===== config.mk =====
export PLATFORM = sky130hd
export DESIGN_NAME = tglink_hop
export DESIGN_NICKNAME = d
export VERILOG_FILES = /design/src/rtl/tglink_hop.sv
export SDC_FILE = /design/constraint.sdc
export NUM_CORES = 1
export LEC_CHECK = 0
export ABC_AREA = 1
export BUFFER_PORTS_ARGS = -buffer_cell sky130_fd_sc_hd__buf_2
export CORE_ASPECT_RATIO = 0.8
export CORE_MARGIN = 4
export CORE_UTILIZATION = 30
export CTS_CLUSTER_DIAMETER = 80
export DETAILED_ROUTE_END_ITERATION = 6
export PLACE_DENSITY = 0.54
export SYNTH_ARGS = -nofsm -noshare
export SYNTH_HDL_FRONTEND = slang
export SYNTH_SLANG_ARGS = --single-unit

===== constraint.sdc =====
create_clock -name clk -period 4.4 [get_ports clk]
set_input_delay 0.44 -clock clk [delete_from_list [all_inputs] [get_ports clk]]
set_output_delay 0.44 -clock clk [all_outputs]
set_load 0.03 [all_outputs]

===== src/rtl/tglink_hop.sv =====
module tglink_hop #(
  parameter int DEPTH = 16,
  parameter int SLACK = 3
) (
  input  logic       clk,
  input  logic       rst_n,
  input  logic [7:0] up_data,
  input  logic       up_flag,
  output logic       up_stop,
  output logic [7:0] dn_data,
  output logic       dn_flag,
  input  logic       dn_stop,
  output logic [7:0] hop_route,
  output logic       hop_route_vld,
  output logic       pkt_done,
  output logic       pkt_crc_err
);
  localparam int AW = $clog2(DEPTH);
  localparam int CW = AW + 1;
  localparam int THR = DEPTH - SLACK;
  localparam logic [7:0] EOP = 8'h01;

  function automatic logic [7:0] crc8(input logic [7:0] c, input logic [7:0] d);
    logic [7:0] r;
    r = c ^ d;
    for (int i = 0; i < 8; i++)
      r = r[7] ? ({r[6:0], 1'b0} ^ 8'h07) : {r[6:0], 1'b0};
    return r;
  endfunction

  // receive side
  logic [7:0] up_d_q;
  logic       up_f_q;
  logic       route_seen, pend_v;
  logic [7:0] pend, crc_run;

  wire [7:0] rx_bits   = up_data ^ up_d_q;
  wire       rx_isdata = up_flag ^ up_f_q;
  wire       rx_char   = rx_isdata | (|rx_bits);
  wire       rx_eop    = !rx_isdata && (rx_bits == EOP);
  wire       trail_ok  = route_seen && pend_v && (pend == crc_run);

  logic       wr_req;
  logic [8:0] wr_ent;

  always_comb begin
    wr_req = 1'b0;
    wr_ent = '0;
    if (rx_char && rx_isdata && route_seen && pend_v) begin
      wr_req = 1'b1;
      wr_ent = {1'b0, pend};
    end else if (rx_eop && route_seen) begin
      wr_req = 1'b1;
      wr_ent = {1'b1, 7'd0, !trail_ok};
    end
  end

  always_ff @(posedge clk) begin
    if (!rst_n) begin
      up_d_q        <= '0;
      up_f_q        <= 1'b0;
      route_seen    <= 1'b0;
      pend_v        <= 1'b0;
      pend          <= '0;
      crc_run       <= '0;
      hop_route     <= '0;
      hop_route_vld <= 1'b0;
      pkt_done      <= 1'b0;
      pkt_crc_err   <= 1'b0;
    end else begin
      up_d_q        <= up_data;
      up_f_q        <= up_flag;
      hop_route_vld <= 1'b0;
      pkt_done      <= 1'b0;
      pkt_crc_err   <= 1'b0;
      if (rx_char) begin
        if (rx_isdata) begin
          if (!route_seen) begin
            hop_route     <= rx_bits;
            hop_route_vld <= 1'b1;
            route_seen    <= 1'b1;
            crc_run       <= crc8(8'h00, rx_bits);
          end else begin
            if (pend_v) crc_run <= crc8(crc_run, pend);
            pend   <= rx_bits;
            pend_v <= 1'b1;
          end
        end else if (rx_eop) begin
          pkt_done    <= 1'b1;
          pkt_crc_err <= !trail_ok;
          route_seen  <= 1'b0;
          pend_v      <= 1'b0;
        end
      end
    end
  end

  // buffer
  logic [8:0]    mem [DEPTH];
  logic [AW-1:0] wp, rp;
  logic [CW-1:0] cnt;
  logic          do_rd;

  wire full  = (cnt == CW'(DEPTH));
  wire empty = (cnt == '0);
  wire do_wr = wr_req && !full;
  wire [8:0] head = mem[rp];

  assign up_stop = (cnt >= CW'(THR));

  always_ff @(posedge clk) begin
    if (do_wr) mem[wp] <= wr_ent;
  end

  always_ff @(posedge clk) begin
    if (!rst_n) begin
      wp  <= '0;
      rp  <= '0;
      cnt <= '0;
    end else begin
      if (do_wr) wp <= (wp == AW'(DEPTH - 1)) ? '0 : wp + 1'b1;
      if (do_rd) rp <= (rp == AW'(DEPTH - 1)) ? '0 : rp + 1'b1;
      case ({do_wr, do_rd})
        2'b10:   cnt <= cnt + 1'b1;
        2'b01:   cnt <= cnt - 1'b1;
        default: cnt <= cnt;
      endcase
    end
  end

  // transmit side
  logic       stop_s, tx_term;
  logic [7:0] crc_tx;
  logic       tx_isdata, tx_pop;
  logic [7:0] tx_byte;

  wire tx_go = !stop_s && (tx_term || !empty);

  always_comb begin
    if (tx_term) begin
      tx_isdata = 1'b0;
      tx_byte   = EOP;
      tx_pop    = 1'b1;
    end else if (head[8]) begin
      tx_isdata = 1'b1;
      tx_byte   = crc_tx ^ {8{head[0]}};
      tx_pop    = 1'b0;
    end else begin
      tx_isdata = 1'b1;
      tx_byte   = head[7:0];
      tx_pop    = 1'b1;
    end
  end

  assign do_rd = tx_go && tx_pop;

  always_ff @(posedge clk) begin
    if (!rst_n) begin
      stop_s  <= 1'b0;
      tx_term <= 1'b0;
      crc_tx  <= '0;
      dn_data <= '0;
      dn_flag <= 1'b0;
    end else begin
      stop_s <= dn_stop;
      if (tx_go) begin
        dn_data <= dn_data ^ tx_byte;
        dn_flag <= dn_flag ^ tx_isdata;
        if (tx_term) begin
          tx_term <= 1'b0;
          crc_tx  <= '0;
        end else if (head[8]) begin
          tx_term <= 1'b1;
        end else begin
          crc_tx <= crc8(crc_tx, head[7:0]);
        end
      end
    end
  end
endmodule



* Word level (Yosys, flattened, before mapping) *
Memories as Yosys holds them, arrays and structs flattened. A register that Yosys moved wholly into a read port is not among the register bits.
Cells that the tools add are included.

storage, ports and cells
  RAM bits = 144
  bits of input ports = 12
  register bits after elaboration = 70
  memories kept = 1

memories
  name  words  width  rd ports  clocked after memory_dff  write ports  line  text
  mem   16     9      1         1                         1            99    logic [8:0] mem [DEPTH];

cells by class
  reductions and logical operators = 29
  bitwise operators = 36
  equal/unequal tests = 10
  add/subtract/negate cells = 4
  order comparisons = 1
  multiplexer cells = 52

operator list
  kind                                                               count
  two-way mux 3 bit                                                  24
  inverter 3 bit                                                     24
  two-way mux 8 bit                                                  6
  bitwise XOR 8 bit                                                  5
  two-way mux 9 bit                                                  2
  two-way mux 4 bit                                                  4
  two-way mux 1 bit                                                  15
  AND reduction 3 bit                                                5
  logical AND 1 bit                                                  10
  case mux 5 bit (2 select lines)                                    1
  adder 4 x 1 -> 4 bit, second input constant                        2
  equality test 4 bit, second input constant                         2
  equality test 8 x 1 -> 1 bit, second input constant                1
  equality test 8 bit                                                1
  OR reduction 8 bit                                                 1
  adder 5 x 1 -> 5 bit, second input constant                        1
  equality test 5 bit, second input constant                         1
  greater-or-equal comparator 5 x 4 -> 1 bit, second input constant  1
  logical NOT 1 bit                                                  5
  logical NOT 5 bit                                                  1
  subtractor 5 x 1 -> 5 bit, second input constant                   1
  != test 2 x 1 -> 1 bit, second input constant                      2
  inverter 1 bit                                                     4
  AND reduction 2 bit                                                2
  other kinds (9)                                                    11

* Longest topological paths before layout *
  depth in word-level cells = 19
  mapped depth = 21

* Worst setup path before layout *
OpenSTA, ideal clock, no wires.

  path kind = input -> register
  from = input up_data[3]
  to = register cnt[4]
  cell stages on the path = 19
  library setup time = 0.120 ns
  buffers on the path = 0
  arrival = 3.078 ns
  slack = 1.203 ns
  path through = xnor2_1 > ha_1 > nand3_1 > nor2_1 > nand3_1 > o21ai_0 > nand2_1 > ha_1 > xor2_1 > ha_1 > a21o_1 > nand2_1 > nand2_1 > a21oi_1 > inv_1 > o21ai_0 > a21oi_1 > o21ai_0 > a21oi_1

between the ends
  word-level cells in the longest chain between the ends = 10
  elaborated cells between the ends (all ways) = 16
  those cells by class = eq/ne: 3; mux: 3; bitwise: 2; reduce/logical: 8

ends and longest elaborated chain
  element                                                                line  text
  start: declaration                                                     7     input logic [7:0] up_data,
  bitwise XOR 8 bit (*)                                                  37    wire [7:0] rx_bits = up_data ^ up_d_q;
  OR reduction 8 bit                                                     39    wire rx_char = rx_isdata | (|rx_bits);
  bitwise OR 1 bit                                                       39
  logical AND 1 bit (3 in a row)                                         49    if (rx_char && rx_isdata && route_seen && pend_v) begin
  two-way mux 1 bit (*)                                                  49
  logical AND 1 bit (*)                                                  106   wire do_wr = wr_req && !full;
  equality test 2 x 1 -> 1 bit or equality test 2 bit (tied branches)    123   case ({do_wr, do_rd})
  case mux 5 bit (2 select lines) or nonzero test 2 bit (tied branches)  -
  end signal: assignment                                                 124   2'b10: cnt <= cnt + 1'b1;
  end signal: assignment                                                 125   2'b01: cnt <= cnt - 1'b1;
  end signal: assignment                                                 126   default: cnt <= cnt;
  end: declaration                                                       101   logic [CW-1:0] cnt;

Every way passes the cells marked *; elsewhere a longest branch is shown, timed or not.
A chain may end at the register's enable or synchronous reset.

==> qor.txt <==
residual DRC count: 0
GRT met1 Usage: 0.2079
commonest non-fill, non-tap cells in the layout: nand2_1 (215), edfxtp_1 (144), nor2_1 (110)
Compound-Gate Fraction of Synth Area: 0.1044
CTS Root Cell: clkbuf_16
CP peak stage delay: 0.47 ns
multiplexer area fraction after synthesis: 0
initial antenna violation count: 0
Fill cells: 3,344
CTS Buffer Depth: 3
met3 Usage GRT: 0.02783
Chip Width: 210.9 um
DP HPWL: 16,500 um
routability cong.: 0.7825
GRT Total Usage: 0.1366
RSZ-0062 raised after global routing: no
Tcrit/Tclk final: 0.7766
Register Area: 5807 sq um
Synth Register Bits: 218
Simple-Gate Fraction of Synth Area: 0.1879
post-cts sizing count: 0
routed vias/inst: 4.689
I/O Pins: 33
Remaining Overflow, GRT: 0
clock latency on the worst-skew pair: 0.53 ns
Final setup viols: 0
Final Routed Wirelength: 24,690 um
ys flop type: edfxtp_1
Vias: 7,137
Hold WC Path Type: input port to flop
post-route ant nets: 0
hold_buf cts: 0
drt wl/cell: 16.22 um
Layout area overhead: 13.20%
Core Area: 32,480 sq um
Iter 0 DRT Violations: 551
Post-synth EDFFs: 144
vias in the first global route: 6,906
first-pass GRT wire length: 38,960 um
Required @ worst endpoint: 4.81 ns
Yosys warning total: 0
Sink Count: 218
Highest Clock Rate: 292.7 MHz
Syn Nets: 1,062
Leakage: 4.511 nW
post-layout minimum cycle time: 3.417 ns
Mapped Area: 9879 sq um
layout cells sized above 1: 0.1032
Critical Path Source Type: flop
slowest cell on the critical path: buf_4
Slew Viols, Final: 0
worst-margin pin slew: 1.106 ns
power per cell area: 603.3 nW/um^2
diode count: 0
Synth Area in Adders: 0.01900
Die ar.: 35,920 sq um
crit path DAT: 3.83 ns
CTS Buf Count: 23
Max VDD drop: 0.2571 mV
Async SR Flop Fraction: 0
crit path kind: flop to flop
area of the multi-input gates: 3461 sq um
row count: 59
hold violation total from the final report: 0
largest net degree at the start of global routing: 55
synth unique cells: 42
NumNets Final: 1,105
status: complete, no violations
TritonCTS clock tree: done
number of buffers added on ports: 32
XOR/XNOR Fraction of Synth Area: 0.03711
Mapped Cells: 1,035
syn_area_per_cell: 9.545 sq um
crit-path cells: buf_4 > o21ai_0 > o211ai_1 > nand3_2 > nand2_4 > a21oi_4 > ha_1 > xor2_1 > ha_1 > a21o_1 > nand2_1 > nand2_1 > a21oi_1 > inv_1 > o21ai_0 > a21oi_1 > o21ai_0 > a21oi_1
worst r2r path cells: 18
chip height: 170.3 um
max cap viols: 0
GRT busiest layer: met1
commonest non-fill, non-tap cell in the layout: nand2_1
total setup buffers inserted after CTS: 0
Max FO, Critical Path: 53
CP Capture Type: flop
final setup TNS: 0 ns
clock skew: 0.02749 ns
hold slack: 0.1054 ns
hold depth: 3
clk slew on worst S/H paths: 0.06 ns
sequential cell area fraction in the yosys report: 0.5876
H-tree lvl count: 1
largest family of logic cells by synthesized area: simple AND/OR/NAND/NOR gates
Initial DRT Pass Iterations: 5
global-route met2 utilization: 0.2028
Starting Density: 0.3042
Max-slew headroom: 0.2598
[layer usage]
layer,up-vias,part of all wire
met2,164,0.42
met3,31,0.054
met1,3351,0.51
li1,3591,-
met5,-,0
met4,0,0.016
[critical path, delay by kind of cell (launching register included)]
family | cells | cell delay [ns]
buf+inv | 2 | 0.53
compound gates | 9 | 1.27
flops | 1 | 0.37
fa+ha+maj | 2 | 0.47
xor+xnor | 1 | 0.18
simple gates | 4 | 0.47
[per-stage QoR]
step	cells	setup WS, ns	util	cell area [sq um]	total power (W)
6_report	1522	0.9830	0.3443	11180	0.006747
5_1_grt	1522	0.5837	0.3443	11180	0.007240
4_1_cts	1522	0.9942	0.3443	11180	0.006792
3_5_place_dp	1480	0.7993	0.3241	10530	0.005034
3_3_place_gp	1480	0.8333	0.3241	10530	0.005016
2_1_floorplan	1035	1.203	-	9879	0.004457
[layout make-up]
cell class,instances,share of cell area
clock buffer,30,0.05382
clock inverter,12,0.004923
inverter,99,0.03368
multi-input combinational,679,0.3095
sequential,218,0.5192
tap,427,0.04777
timing repair buffer,57,0.03110
[cells by family after synthesis]
family	count (synthesis)
AND/OR/NAND/NOR	441
adder cells (fa/ha/maj)	15
buffers and inverters	138
flip-flops	218
AO/OA/AOI/OAI	182
XOR/XNOR	41
[Yosys cell counts, types with 2 or more instances]
library cell / instances / area, sq um
nand2_1: 215 / 807.0
edfxtp_1: 144 / 4324
nor2_1: 112 / 420.4
nand3_1: 92 / 460.4
inv_1: 89 / 334.1
o21ai_0: 78 / 390.4
dfxtp_1: 74 / 1481
a21oi_1: 47 / 235.2
o211ai_1: 27 / 202.7
xor2_1: 26 / 227.7
ha_1: 15 / 187.7
xnor2_1: 14 / 122.6
buf_2: 11 / 55.05
o21ai_1: 11 / 55.05
clkbuf_1: 10 / 37.54
buf_4: 8 / 60.06
inv_2: 8 / 30.03
a31oi_1: 7 / 43.79
nand3_2: 6 / 60.06
nor3_1: 6 / 30.03
buf_6: 5 / 56.30
buf_1: 3 / 11.26
o21bai_1: 3 / 22.52
o221ai_1: 3 / 26.28
nand2_2: 2 / 12.51
nor2_2: 2 / 12.51
o31ai_1: 2 / 15.01
[report_power, final]
group | internal, W | total [W] | switching [W]
combinational | 0.000801 | 0.00255 | 0.00175
sequential | 0.00231 | 0.00245 | 0.000136
clock | 0.000962 | 0.00175 | 0.000788
[worst paths after layout]
kind	endpoint	slack, ns	from
hold reg to reg	dn_flag	0.47	dn_flag
setup reg to reg	cnt[4]	0.98	flop
hold / removal	stop_s	0.11	dn_stop
setup / recovery	cnt[4]	0.98	flop
[registers in the layout, indices dropped and copies added (netlist names), 4 cells and up, named ones only]
register	cells
crc_tx	8
up_d_q	8
cnt	5
hop_route	8
pend	8
crc_run	8
mem	144
dn_data	8
wp	4
rp	4
Power figures use the tool's default switching activity.
